<file path="src/rtl/bsa_pkg.sv">
package bsa_pkg;
   // Two interchangeable realisations of the single shared full adder
   typedef enum logic [0:0] {
      FA_GATE  = 1'b0,
      FA_ARITH = 1'b1
   } fa_style_e;
endpackage

</file>
<file path="src/rtl/bsa_full_adder.sv">
module bsa_full_adder
   import bsa_pkg::*;
#(
   parameter fa_style_e STYLE = FA_GATE
) (
   input  logic a,
   input  logic b,
   input  logic ci,
   output logic s,
   output logic co
);
   generate
      if (STYLE == FA_GATE) begin : g_gate
         always_comb begin
            s  = a ^ b ^ ci;
            co = (a & b) | (ci & (a ^ b));
         end
      end else begin : g_arith
         logic [1:0] tot;
         always_comb begin
            tot = {1'b0, a} + {1'b0, b} + {1'b0, ci};
            s   = tot[0];
            co  = tot[1];
         end
      end
   endgenerate

   // sum and carry together encode the count of ones on the inputs
   always_comb begin
      a_fa_count_r5: assert ({co, s} == (2'(a) + 2'(b) + 2'(ci)));
   end
endmodule

</file>
<file path="src/rtl/bsa_shift_reg.sv">
module bsa_shift_reg #(
   parameter int WIDTH = 8
) (
   input  logic             clk,
   input  logic             clr,
   input  logic             en,
   input  logic             din,
   output logic [WIDTH-1:0] q,
   output logic             lsb
);
   generate
      if (WIDTH < 2) begin : g_bad_width
         $error("bsa_shift_reg: WIDTH must be at least 2");
      end
   endgenerate

   logic [WIDTH-1:0] q_r;

   always_ff @(posedge clk) begin
      if (clr)
         q_r <= '0;
      else if (en)
         q_r <= {din, q_r[WIDTH-1:1]};
   end

   assign q   = q_r;
   assign lsb = q_r[0];

   p_clear_r1: assert property (@(posedge clk) clr |=> (q == '0));

   p_shift_r3: assert property (@(posedge clk) disable iff (clr)
      en |=> (q[WIDTH-2:0] == $past(q[WIDTH-1:1])));

   p_entry_r6: assert property (@(posedge clk) disable iff (clr)
      en |=> (q[WIDTH-1] == $past(din)));

   p_hold_r2: assert property (@(posedge clk) disable iff (clr)
      !en |=> $stable(q));
endmodule

</file>
<file path="src/rtl/bsa_bit_counter.sv">
module bsa_bit_counter #(
   parameter int WIDTH = 8
) (
   input  logic clk,
   input  logic clr,
   input  logic en,
   output logic first,
   output logic last,
   output logic done
);
   localparam int CNT_W = (WIDTH < 2) ? 1 : $clog2(WIDTH);
   localparam logic [CNT_W-1:0] LAST_IDX = CNT_W'(WIDTH - 1);

   generate
      if (WIDTH < 2) begin : g_bad_width
         $error("bsa_bit_counter: WIDTH must be at least 2");
      end
   endgenerate

   logic [CNT_W-1:0] cnt_q;
   logic             done_q;

   always_ff @(posedge clk) begin
      if (clr) begin
         cnt_q  <= '0;
         done_q <= 1'b0;
      end else begin
         done_q <= en && last;
         if (en)
            cnt_q <= last ? '0 : cnt_q + 1'b1;
      end
   end

   assign first = (cnt_q == '0);
   assign last  = (cnt_q == LAST_IDX);
   assign done  = done_q;

   p_done_pulse_r4: assert property (@(posedge clk) disable iff (clr)
      done |=> !done);

   p_done_clear_r1: assert property (@(posedge clk) clr |=> !done);

   p_idle_r2: assert property (@(posedge clk) disable iff (clr)
      !en |=> (!done && $stable(cnt_q)));

   p_range_r4: assert property (@(posedge clk) disable iff (clr)
      cnt_q <= LAST_IDX);
endmodule

</file>
<file path="src/rtl/bsa_serial_accum.sv">
module bsa_serial_accum
   import bsa_pkg::*;
#(
   parameter int        WIDTH    = 8,
   parameter fa_style_e FA_STYLE = FA_GATE
) (
   input  logic             clk,
   input  logic             clr,
   input  logic             en,
   input  logic             ser_in,
   output logic [WIDTH-1:0] acc,
   output logic             word_done,
   output logic             carry_out
);
   logic [WIDTH-1:0] opd_q;
   logic             acc_lsb;
   logic             opd_lsb;
   logic             sum_bit;
   logic             fa_co;
   logic             cy_q;
   logic             cout_q;
   logic             first_bit;
   logic             last_bit;

   // Accumulator: sum bit re-enters at the top end
   bsa_shift_reg #(.WIDTH(WIDTH)) u_acc (
      .clk (clk),
      .clr (clr),
      .en  (en),
      .din (sum_bit),
      .q   (acc),
      .lsb (acc_lsb)
   );

   // Operand register: next word streams in while current one is consumed
   bsa_shift_reg #(.WIDTH(WIDTH)) u_opd (
      .clk (clk),
      .clr (clr),
      .en  (en),
      .din (ser_in),
      .q   (opd_q),
      .lsb (opd_lsb)
   );

   bsa_full_adder #(.STYLE(FA_STYLE)) u_fa (
      .a  (acc_lsb),
      .b  (opd_lsb),
      .ci (cy_q),
      .s  (sum_bit),
      .co (fa_co)
   );

   bsa_bit_counter #(.WIDTH(WIDTH)) u_cnt (
      .clk   (clk),
      .clr   (clr),
      .en    (en),
      .first (first_bit),
      .last  (last_bit),
      .done  (word_done)
   );

   // Carry is held one bit time, emptied at the word boundary
   always_ff @(posedge clk) begin
      if (clr) begin
         cy_q   <= 1'b0;
         cout_q <= 1'b0;
      end else if (en) begin
         cy_q   <= last_bit ? 1'b0 : fa_co;
         cout_q <= last_bit ? fa_co : 1'b0;
      end else begin
         cout_q <= 1'b0;
      end
   end

   assign carry_out = cout_q;

   p_cin_zero_r9: assert property (@(posedge clk) disable iff (clr)
      (en && first_bit) |-> (cy_q == 1'b0));

   p_cout_with_done_r8: assert property (@(posedge clk) disable iff (clr)
      carry_out |-> word_done);

   p_clear_flags_r1: assert property (@(posedge clk)
      clr |=> (!carry_out && !word_done && acc == '0));
endmodule

</file>
<file path="config.mk">
export PLATFORM = sky130hd
export DESIGN_NAME = bsa_serial_accum
export DESIGN_NICKNAME = d
export VERILOG_FILES = /design/src/rtl/bsa_pkg.sv /design/src/rtl/bsa_full_adder.sv /design/src/rtl/bsa_shift_reg.sv /design/src/rtl/bsa_bit_counter.sv /design/src/rtl/bsa_serial_accum.sv
export SDC_FILE = /design/constraint.sdc
export NUM_CORES = 1
export LEC_CHECK = 0
export BUFFER_PORTS_ARGS = -buffer_cell sky130_fd_sc_hd__buf_2
export CAP_MARGIN = 20
export CELL_PAD_IN_SITES_DETAIL_PLACEMENT = 1
export CELL_PAD_IN_SITES_GLOBAL_PLACEMENT = 2
export CORE_ASPECT_RATIO = 0.7
export CORE_MARGIN = 3
export CORE_UTILIZATION = 39
export CTS_BUF_LIST = sky130_fd_sc_hd__clkbuf_4
export DETAILED_ROUTE_END_ITERATION = 8
export GPL_TIMING_DRIVEN = 0
export PLACE_DENSITY_LB_ADDON = 0.1
export SYNTH_ARGS = -nofsm -noshare
export SYNTH_HDL_FRONTEND = slang
export SYNTH_HIERARCHICAL = 1
export SYNTH_SLANG_ARGS = --single-unit
</file>
<file path="constraint.sdc">
create_clock -name clk -period 3.5 [get_ports clk]
set_input_delay 0.35 -clock clk [delete_from_list [all_inputs] [get_ports clk]]
set_output_delay 0.35 -clock clk [all_outputs]
set_load 0.01 [all_outputs]
</file>
==> results.py <==
metrics = {
    "outcome": {
        "status": "complete, no violations",
    },
    "cts": {
        "cts_buffer_depth": 2,
        "root_buffer": "clkbuf_4",
        "numCtsBuffers": 3,
        "clk_pin_slew_ns": 0.11,
        "cts_resized": 0,
        "cts_sinks": 22,
        "postCtsSetupRepairBufs": 0,
        "cts_max_level": 1,
        "ctsHoldBuffers": 0,
        "cts_tree": "done",
        "worstSkewPairLatency_ns": 0.30,
    },
    "final_layout": {
        "fin_cells": 126,
        "layout-drive-gt1-share": 0.219,
        "regArea_um2": 440,
        "nFillCells": 240,
        "multi_input_area_um2": 382,
        "antenna_cells": 0,
        "final_cell_mix": "dfxtp_1 (22), nor2_1 (18), mux2i_1 (17), buf_2 (13), ha_1 (4)",
        "final_common_cell": "dfxtp_1",
        "area_delta_synth_final_pct": 14.9,
        "nets": 106,
    },
    "flow_run": {
        "max_cap_violations": 0,
    },
    "global_routing": {
        "met1_usage": 0.149,
        "track_usage": 0.130,
        "grt_pass1_vias": 603,
        "busiest_layer": "met2",
        "gr-usage-met3": 0.0642,
        "grt_overflow_total": 0,
        "grt_max_degree": 13,
        "grt_pass1_wl_um": 2790,
        "grt.met2_usage": 0.233,
        "antenna_found_initial": 0,
    },
    "floorplanning": {
        "dieArea_mm2": 0.00283,
        "start_util": 0.437,
        "io_pins": 14,
        "die_h_um": 45.5,
        "rows": 13,
        "core_area_mm2": 0.00198,
        "chipWidth_um": 62.4,
    },
    "worst_setup_path": {
        "cp.required_ns": 3.72,
        "cpMaxStageDelayCell": "or4b_1",
        "cp_common_cell": "ha_1",
        "cpPeakStageDelay_ns": 0.50,
        "path_max_fanout": 3,
        "critPathTopFamily": "simple AND/OR/NAND/NOR gates",
        "cp.arrival_ns": 1.63,
        "path_cells": "ha_1 > ha_1 > or4b_1 > o31ai_1",
        "crit_type": "reg -> reg",
        "cp.buffers_inverters": 0,
        "start_kind": "register",
        "worstSetupEndpointType": "register",
    },
    "timing": {
        "relSlewSlack": 0.760,
        "drv_slew": 0,
        "finalClockSkew_ns": 0.00153,
        "rsz0062_at_grt": "no",
        "hold_violations": 0,
        "tightest_slew_ns": 0.360,
        "finalCriticalPeriod_ns": 1.41,
        "setup_viol": 0,
        "finalCritPeriodShare": 0.403,
        "setup_tns_ns": 0,
        "fmax_mhz": 710,
    },
    "route": {
        "avgRoutedWirePerCell_um": 11.7,
        "num_vias": 571,
        "viasPerCell": 4.53,
        "drt_pass1_iterations": 3,
        "drc_errors": 0,
        "drtAntennaViolNets": 0,
        "wl_um": 1470,
        "drtIter0Drc": 17,
    },
    "place": {
        "io_buffers": 13,
        "globalplace.congestion": 0.684,
        "dp.cells": 122,
        "hpwl_um": 1130,
    },
    "worst_hold_path": {
        "min_path_type": "in -> reg",
    },
    "logic_synthesis": {
        "syn_avg_cell_area_um2": 11.0,
        "ys_warn_count": 6,
        "synth_area_um2": 867,
        "syn-num-nets": 88,
        "synthCells": 79,
    },
    "power_and_ir_drop": {
        "irDropWorstVdd_mv": 0.204,
        "p_leak_uw": 0.000480,
        "powerDensity_mw_per_mm2": 396,
    },
}
==> worst paths after layout <==
kind,start,depth (start not counted),endpoint,slack [ns]
setup / recovery,u_cnt/cnt_q[0],4,u_cnt/cnt_q[0],2.09
hold / removal,ser_in,3,u_opd/q[7],0.28
setup reg to reg,u_cnt/cnt_q[0],4,u_cnt/cnt_q[0],2.09
hold reg to reg,u_opd/q[7],2,u_opd/q[7],0.51
==> sequential cells by signal, summed over array words and instances, names as in the netlist <==
name and cells:
carry_out 1, cy_q 1, u_acc/q 8, u_cnt/cnt_q 3, u_cnt/done 1, u_opd/q 8
==> worst min-delay path: stages <==
cell	delay (ns)
buf_2	0.07
mux2i_1	0.05
nor2_1	0.07
==> per-stage QoR <==
stage	hold slack (ns)	util	total power [uW]	area (um2)	worst slack, ns
floorplan	0.412	-	279	867	2.18
global placement	0.473	0.489	286	970	2.13
detailed placement	0.495	0.489	287	970	2.11
CTS	0.270	0.502	403	996	2.08
global route	0.298	0.502	421	996	2.00
finish	0.277	0.502	394	996	2.09
==> where the power goes <==
part / total [uW] / switching, uW / internal (uW) / leakage (uW)
registers: 256 / 2.24 / 254 / 0.000178
clock network: 113 / 71.8 / 41.5 / 0.0000154
logic: 25.2 / 13.8 / 11.3 / 0.000287
total: 394 / 87.9 / 307 / 0.000480
==> per-layer routing <==
layer | vias to the layer above | part of all wire
met3 | 0 | 0.052
met5 | - | 0
met4 | 0 | 0
met2 | 11 | 0.44
li1 | 300 | -
met1 | 260 | 0.50
==> area by class of cell <==
type,instances,share of cell area
Sequential cell,22,0.442
Multi-Input combinational cell,50,0.383
Clock buffer,3,0.0226
Inverter,2,0.00754
Clock inverter,1,0.00377
Timing Repair Buffer,13,0.0653
Buffer,5,0.0377
Tap cell,30,0.0377
(Power assumes the default switching activity.)
